`config.mk`:
```
export PLATFORM = sky130hd
export DESIGN_NAME = stat_irq_bank
export DESIGN_NICKNAME = d
export VERILOG_FILES = /design/src/rtl/stat_pkg.sv /design/src/rtl/stat_edge_det.sv /design/src/rtl/stat_latch_reg.sv /design/src/rtl/stat_irq_bank.sv
export SDC_FILE = /design/constraint.sdc
export NUM_CORES = 1
export LEC_CHECK = 0
export CAP_MARGIN = 0
export CORE_MARGIN = 8
export CORE_UTILIZATION = 45
export CTS_BUF_LIST = sky130_fd_sc_hd__clkbuf_4
export CTS_CLUSTER_DIAMETER = 40
export DETAILED_ROUTE_END_ITERATION = 8
export PLACE_DENSITY = 0.69
export SKIP_LAST_GASP = 1
export SLEW_MARGIN = 15
export SYNTH_ARGS = -nofsm -noshare
export SYNTH_HDL_FRONTEND = slang
export SYNTH_SLANG_ARGS = --single-unit
```
`constraint.sdc`:
```
create_clock -name clk -period 1.6 [get_ports clk]
set_input_delay 0.32 -clock clk [delete_from_list [all_inputs] [get_ports clk]]
set_output_delay 0.32 -clock clk [all_outputs]
set_load 0.03 [all_outputs]
```
`src/rtl/stat_pkg.sv`:
```
package stat_pkg;

    typedef enum logic [1:0] {
        ACC_STATUS = 2'd0,
        ACC_MASK   = 2'd1,
        ACC_SYNC   = 2'd2,
        ACC_NONE   = 2'd3
    } acc_e;

    function automatic acc_e classify(input int unsigned addr, input int unsigned nreg);
        if (addr < nreg)             return ACC_STATUS;
        else if (addr < 2 * nreg)    return ACC_MASK;
        else if (addr == 2 * nreg)   return ACC_SYNC;
        else                         return ACC_NONE;
    endfunction

    function automatic int unsigned reg_index(input int unsigned addr, input int unsigned nreg);
        if (addr < nreg) return addr;
        else             return addr - nreg;
    endfunction

endpackage

```
`src/rtl/stat_edge_det.sv`:
```
module stat_edge_det #(
    parameter int W = 8,
    parameter logic [W-1:0] ALARM_BITS = '0
) (
    input  logic         clk,
    input  logic         rst_n,
    input  logic [W-1:0] src,
    output logic [W-1:0] chg
);
    typedef struct packed {
        logic [W-1:0] prev;
    } edge_st_t;

    edge_st_t st_d, st_q;

    always_comb begin
        st_d      = st_q;
        st_d.prev = src & ALARM_BITS;
    end

    always_ff @(posedge clk or negedge rst_n) begin
        if (!rst_n) st_q <= '0;
        else        st_q <= st_d;
    end

    assign chg = (src & ALARM_BITS) ^ st_q.prev;

endmodule

```
`src/rtl/stat_latch_reg.sv`:
```
module stat_latch_reg #(
    parameter int W = 8,
    parameter logic [W-1:0] ALARM_BITS = '0
) (
    input  logic         clk,
    input  logic         rst_n,
    input  logic [W-1:0] src,
    input  logic [W-1:0] chg,
    input  logic [W-1:0] clr,
    input  logic         imask_we,
    input  logic [W-1:0] imask_wdata,
    output logic [W-1:0] snap,
    output logic [W-1:0] imask,
    output logic         irq_req
);
    localparam logic [W-1:0] EVT_BITS = ~ALARM_BITS;

    typedef struct packed {
        logic [W-1:0] lat;
        logic [W-1:0] pend;
        logic [W-1:0] snap;
        logic [W-1:0] imask;
    } lat_st_t;

    lat_st_t st_d, st_q;
    logic [W-1:0] evt_hit;
    logic [W-1:0] alm_lvl;
    logic [W-1:0] alm_chg;

    always_comb begin
        evt_hit = src & EVT_BITS;
        alm_lvl = src & ALARM_BITS;
        alm_chg = chg & ALARM_BITS;
        st_d    = st_q;
        // snapshot takes the pre-edge latched value at selected positions
        st_d.snap = (st_q.snap & ~clr) | (st_q.lat & clr);
        // set terms are ORed after the clear, so a set in the same cycle wins
        st_d.lat  = (st_q.lat & ~clr) | evt_hit | alm_lvl | alm_chg;
        st_d.pend = (st_q.pend & ~clr) | evt_hit | alm_chg;
        if (imask_we) st_d.imask = imask_wdata;
    end

    always_ff @(posedge clk or negedge rst_n) begin
        if (!rst_n) st_q <= '0;
        else        st_q <= st_d;
    end

    assign snap    = st_q.snap;
    assign imask   = st_q.imask;
    assign irq_req = |(st_q.pend & st_q.imask);

    logic seen_q;
    always_ff @(posedge clk or negedge rst_n) begin
        if (!rst_n) seen_q <= 1'b0;
        else        seen_q <= 1'b1;
    end


    evt_capture_chk: assert property (@(posedge clk) disable iff (!rst_n)
        seen_q |-> ((st_q.lat & $past(src & EVT_BITS)) == $past(src & EVT_BITS)));


    snap_load_chk: assert property (@(posedge clk) disable iff (!rst_n)
        seen_q |-> ((st_q.snap & $past(clr)) == ($past(st_q.lat) & $past(clr))));


    snap_hold_chk: assert property (@(posedge clk) disable iff (!rst_n)
        seen_q |-> ((st_q.snap & ~$past(clr)) == ($past(st_q.snap) & ~$past(clr))));


    evt_stays_clear_chk: assert property (@(posedge clk) disable iff (!rst_n)
        seen_q |-> ((st_q.lat & $past(clr & ~src & EVT_BITS)) == '0));


    alarm_persist_chk: assert property (@(posedge clk) disable iff (!rst_n)
        seen_q |-> ((st_q.lat & $past(src & ALARM_BITS)) == $past(src & ALARM_BITS)));


    change_pend_chk: assert property (@(posedge clk) disable iff (!rst_n)
        seen_q |-> ((st_q.pend & $past(chg & ALARM_BITS)) == $past(chg & ALARM_BITS)));

endmodule

```
`src/rtl/stat_irq_bank.sv`:
```
module stat_irq_bank #(
    parameter int NREG = 2,
    parameter int W = 8,
    parameter logic [W-1:0] ALARM_BITS = 8'hF0,
    localparam int AW = $clog2(2 * NREG + 1)
) (
    input  logic              clk,
    input  logic              rst_n,
    input  logic [NREG*W-1:0] src_in,
    input  logic [W-1:0]      sync_in,
    input  logic              host_we,
    input  logic [AW-1:0]     host_addr,
    input  logic [W-1:0]      host_wdata,
    output logic [W-1:0]      host_rdata,
    output logic              irq_n
);
    import stat_pkg::*;

    acc_e        kind;
    int unsigned idx;
    logic [W-1:0] snap_v  [NREG];
    logic [W-1:0] imask_v [NREG];
    logic [NREG-1:0] irq_v;

    always_comb begin
        kind = classify(32'(host_addr), NREG);
        idx  = reg_index(32'(host_addr), NREG);
    end

    for (genvar r = 0; r < NREG; r++) begin : g_reg
        logic [W-1:0] chg;
        logic [W-1:0] clr;
        logic         imask_we;

        always_comb begin
            clr      = (host_we && kind == ACC_STATUS && idx == r) ? host_wdata : '0;
            imask_we = host_we && kind == ACC_MASK && idx == r;
        end

        stat_edge_det #(.W(W), .ALARM_BITS(ALARM_BITS)) edge_i (
            .clk (clk),
            .rst_n (rst_n),
            .src (src_in[r*W +: W]),
            .chg (chg)
        );

        stat_latch_reg #(.W(W), .ALARM_BITS(ALARM_BITS)) latch_i (
            .clk         (clk),
            .rst_n       (rst_n),
            .src         (src_in[r*W +: W]),
            .chg         (chg),
            .clr         (clr),
            .imask_we    (imask_we),
            .imask_wdata (host_wdata),
            .snap        (snap_v[r]),
            .imask       (imask_v[r]),
            .irq_req     (irq_v[r])
        );
    end

    always_comb begin
        host_rdata = '0;
        unique case (kind)
            ACC_STATUS: for (int r = 0; r < NREG; r++) if (idx == r) host_rdata = snap_v[r];
            ACC_MASK:   for (int r = 0; r < NREG; r++) if (idx == r) host_rdata = imask_v[r];
            ACC_SYNC:   host_rdata = sync_in;
            default:    host_rdata = '0;
        endcase
    end

    assign irq_n = ~|irq_v;

endmodule

```
# After elaboration in Yosys (flattened, before gate mapping)
# Index checks and enable logic that the tools add are counted.
# classes
n_addsub	1
multipliers	0
n_div	0
magnitude_cmp	2
eq_ne	4
shifts	0
n_mux	11
bitwise_logic	26
reduce_logical	10
# ops
cell	n
bitwise AND 8 bit	10
bitwise OR 8 bit	8
2-to-1 mux 8 bit	6
== test 32 x 1 -> 1 bit (second input constant)	1
zero test 32 bit	1
2-to-1 mux 32 bit	1
bitwise OR 8 x 4 -> 8 bit	4
one-hot mux 8 bit (3 select lines)	1
inverter 8 bit	2
OR reduction 16 bit	1
bitwise XOR 8 bit	2
logical AND 1 bit	6
2-to-1 mux 2 bit	2
subtractor 3 x 2 -> 4 bit (second input constant)	1
== test 3 bit (second input constant)	1
less-than comparator 3 x 2 -> 1 bit (second input constant)	1
less-than comparator 3 bit (second input constant)	1
== test 2 x 1 -> 1 bit (second input constant)	1
== test 2 bit (second input constant)	1
zero test 2 bit	1
zero test 1 bit	1
2-to-1 mux 1 bit	1
# word_totals
regBits	72
latchBits	0
ram_bits	0
mem_bits_ro	0
out_inout_bits	9
memories	0

# Depth between registers and ports, before layout
# depth
depth_word	13
depth_mapped	5

# Hierarchy
# A second synthesis with hierarchy kept.
# hier_totals
hier_cells	283
hier_area_um2	3525.9
# modules_own_cells
mod	instances	cells_per_inst	area_each_um2	seq_area_each_um2
stat_latch_reg	2	94	1333.8	800.8
stat_irq_bank	1	69	520.5	0.0
stat_edge_det	2	13	168.9	100.1

# Worst setup path after synthesis
# OpenSTA, ideal clock, no wires.
# synth_timing
path_kind	input to output
startpoint	input host_addr[0]
endpoint	output host_rdata[7]
arrival_time_ns	1.443
t_required_ns	1.280
path_slack_ns	-0.163
cell_stages	5
path_buffers	2
cell_sequence	buf_6 > buf_4 > mux2_2 > a22oi_1 > o21ai_0
# synth_between
elab_chain_len	6
# synth_lines
element	line	source
start, declared	stat_irq_bank.sv:12	input logic [AW-1:0] host_addr,
subtractor 3 x 2 -> 4 bit, or another cell as far along	stat_pkg.sv:19	else return addr - nreg;
2-to-1 mux 32 bit / 2-to-1 mux 1 bit (equally long branches)	stat_pkg.sv:18, stat_pkg.sv:13	
zero test 32 bit / 2-to-1 mux 2 bit (equally long branches)	stat_irq_bank.sv:64, stat_irq_bank.sv:65, stat_pkg.sv:12	
2-to-1 mux 8 bit, or another cell as far along (2 in series)	stat_irq_bank.sv:65	ACC_MASK: for (int r = 0; r < NREG; r++) if (idx == r) host_rdata = imask_v[r];
one-hot mux 8 bit (3 select lines) (*)	stat_irq_bank.sv:63	unique case (kind)
end, declared	stat_irq_bank.sv:14	output logic [W-1:0] host_rdata,
# Mark *: on every way between the ends. The rest lies on a longest branch, timed or not.

# Worst setup path after layout
# layout_timing
startpoint	register g_reg[0].latch_i.st_q, in the netlist g_reg[0].latch_i.imask[5]
endpoint	output irq_n
# layout_between
elab_chain_len	3
# layout_lines
element	line	source
start, declared	stat_latch_reg.sv:25	lat_st_t st_d, st_q;
start signal, assigned	stat_latch_reg.sv:45	else st_q <= st_d;
bitwise AND 8 bit	stat_latch_reg.sv:50	assign irq_req = |(st_q.pend & st_q.imask);
OR reduction 16 bit	stat_irq_bank.sv:71	assign irq_n = ~|irq_v;
zero test 1 bit	stat_irq_bank.sv:71	
end, declared	stat_irq_bank.sv:15	output logic irq_n
# Every way passes these cells.

==> results_dict.tcl <==
set metrics [dict create \
    syn_area_um2 3020 \
    die_w_um 97.9 \
    yosysMostFrequentCell "dfrtp_1" \
    r2r_cells 2 \
    hold_ws_ns 0.418 \
    cp.arrival_ns 1.69 \
    n_antenna_cell 0 \
    gr-total-overflow 0 \
    yosys-top-cells-count "dfrtp_1 (72), mux2_2 (38), a21o_1 (24)" \
    register_area_um2 1800 \
    violations "negative setup slack" \
    p_comb_frac 0.212 \
    status "finished, violations left" \
    die_y_um 97.9 \
    fin_skew_ns 0.0123 \
    route.antenna.remaining_nets 0 \
    synth.area.top_cells "dfrtp_1 (60%), mux2_2 (14%), a21o_1 (6.0%), mux2i_1 (2.7%), a211o_1 (2.3%)" \
    netSwitchingFraction 0.269 \
    clock_latency_ns 0.40 \
    drt_iter0_markers 71 \
    maxSlewHeadroom 0.741 \
    hold_violations 0 \
    yosys.area.top_type "dfrtp_1" \
    fmax_mhz 497 \
    cp_max_fo 2 \
    ys.flop_type "dfrtp_1" \
    dr.pass1.iters 4 \
    drive_gt1_frac 0.367 \
    finalNonFillerCells 388 \
    timing.final.max_slew_violations 0 \
    ir_drop_v 0.000625 \
    synth_edf_count 0 \
    power_density_nw_per_um2 1010 \
    drt-vias-per-instance 5.38 \
    std_cell_rows 30 \
    avgRoutedWirePerCell_um 17.8 \
    rrSetupSlack_ns 0.70 \
    htreeDepth 3 \
    crit_path_start_kind "register" \
    rsz0062_at_grt "yes" \
    hold_class "primary input to register" \
    post-place-cells 365 \
    dieArea_um2 9590 \
    dp_hpwl_um 4950 \
    grt_pass1_vias 2310 \
    grt_first_pass_wirelength_um 11500 \
    maxCapViolCount 0 \
    netlist-cell-type-count 24 \
    yosysWarnings 0 \
    cts_buffers 9 \
    ys_seq_area_frac 0.597 \
    finalCritPeriodShare 1.26 \
    finalSetupViolations 9 \
    crit_type "register to output pin" \
    worstPathRequired_ns 1.28 \
    fin_nets 341 \
    critPathLaunch "g_reg[0].latch_i.imask[5]$_DFFE_PN0P_" \
    finalWirelength_um 6890 \
    finalInstanceArea_um2 4080 \
    power.internal_w 0.00302 \
    area_growth_pct 35.1 \
    place.gp.congestion 0.766 \
    min_delay_worst_endpoint "g_reg[1].edge_i.st_q[6]$_DFF_PN0_" \
    core_um2 6640 \
    synth_seq_cells 72 \
    cts.reportedPaths.clkPinSlew_ns 0.12 \
    cp-end-kind "output pin" \
    worst_pin_slew_ns 0.388 \
    switchingPower_w 0.00111 \
    worstHoldPathCells 1 \
    syn_nets 252 \
    clock_sinks 72 \
    netlist_instances 214 \
    cts_tree "yes" \
    pwr-share-seq 0.521 \
    grt_max_degree 73 \
    async_reset_ff_frac 1.00 \
    drc 0 \
    antenna_found_initial 0 \
    power_leakage_nw 1.62 \
    io_pins 47 \
    avgSynthCellArea_um2 14.1 \
    place_ws_ns -0.730 \
    synth_top_area_frac 0.597 \
    setup_ws_ns -0.411 \
    place_area_um2 3760 \
    p_clk_frac 0.267 \
    io_buffers 46 \
    start_util 0.454 \
    min-delay-start "src_in[14]" \
    clock_path_buffers 2 \
    fin_crit_ns 2.01 \
    fill_cells 555 \
    multi_input_area_um2 1240 \
    vias 2088 \
    root_buffer "clkbuf_4" \
    grtUsageTotal 0.152 \
]
[logic make-up (layout without fill, tap and decap cells)]
kind of cell	count (synthesis)	count (layout)	share of synthesized area
compound gates	49	49	0.133
buf+inv	6	100	0.0124
simple gates	31	31	0.0584
mux	48	48	0.176
xor+xnor	8	8	0.0232
flops	72	72	0.597
[area by class of cell]
type	instances	share of cell area
Timing Repair Buffer	84	0.197
Sequential cell	72	0.442
Multi-Input combinational cell	136	0.304
Tap cell	80	0.0245
Clock inverter	6	0.0147
Clock buffer	10	0.0184
[power groups by stage]
stage / Combinational, W / Sequential (W) / Clock, W
4_1_cts: 0.000866 / 0.00214 / 0.00113
6_report: 0.000874 / 0.00215 / 0.00110
3_3_place_gp: 0.000766 / 0.00216 / 0
2_1_floorplan: 0.000433 / 0.00213 / 0
5_1_grt: 0.000941 / 0.00217 / 0.00121
3_5_place_dp: 0.000787 / 0.00217 / 0
[what timing repair did]
item                                    4_1_cts  5_1_grt
pin swaps                                    10        5
hold endpoints to repair                     72        0
resized for setup                            29        5
buffers inserted                              5        3
hold buffers                                  1        0
endpoints found under the setup margin       34        9
[metal layers]
metal | global-route usage | wire length (um) | up-vias | part of all wire
met3 | 0.0555 | 407 | 9 | 0.059
li1 | - | - | 977 | -
met1 | 0.186 | 3100 | 1040 | 0.45
met4 | 0.0468 | 87 | 0 | 0.013
met5 | 0 | 0 | - | 0
met2 | 0.244 | 3290 | 62 | 0.48
[worst max-delay path, cell delays in order (launching register included)]
cell and delay (ns):
dfrtp_1 0.41, a22o_1 0.26, a221oi_2 0.22, and4_4 0.27, buf_6 0.13
[cells in the final DEF, fill, tap and decap left out, types with 2 or more instances in the layout]
cell / count
dfrtp_1: 72
mux2_2: 37
clkdlybuf4s50_1: 33
buf_4: 27
a21o_1: 24
buf_6: 17
nand2_1: 16
clkbuf_4: 10
mux2i_1: 8
nor2_1: 8
xor2_1: 8
a211o_1: 8
a221o_1: 7
a22o_1: 4
a221oi_2: 4
mux2_1: 2
clkinv_2: 2
buf_2: 2
dlygate4sd2_1: 2
buf_12: 2
[through the flow]
step                 util  setup TNS [ns]  power, W
floorplan               -               0   0.00256
global placement    0.566          -29.84   0.00293
detailed placement  0.566          -31.45   0.00296
CTS                 0.610           -2.60   0.00414
global route        0.614           -3.19   0.00432
finish              0.614           -2.33   0.00412
[how the worst max path moves through the flow]
stage               endpoint  slack (ns)  depth (start not counted)
6_report               irq_n       -0.41                          4
5_1_grt                irq_n       -0.52                          4
4_1_cts                irq_n       -0.40                          4
3_5_place_dp   host_rdata[7]       -0.73                          5
3_3_place_gp   host_rdata[7]       -0.71                          5
2_1_floorplan  host_rdata[7]        0.03                          5
No activity file was read; power rests on OpenSTA's default activity.
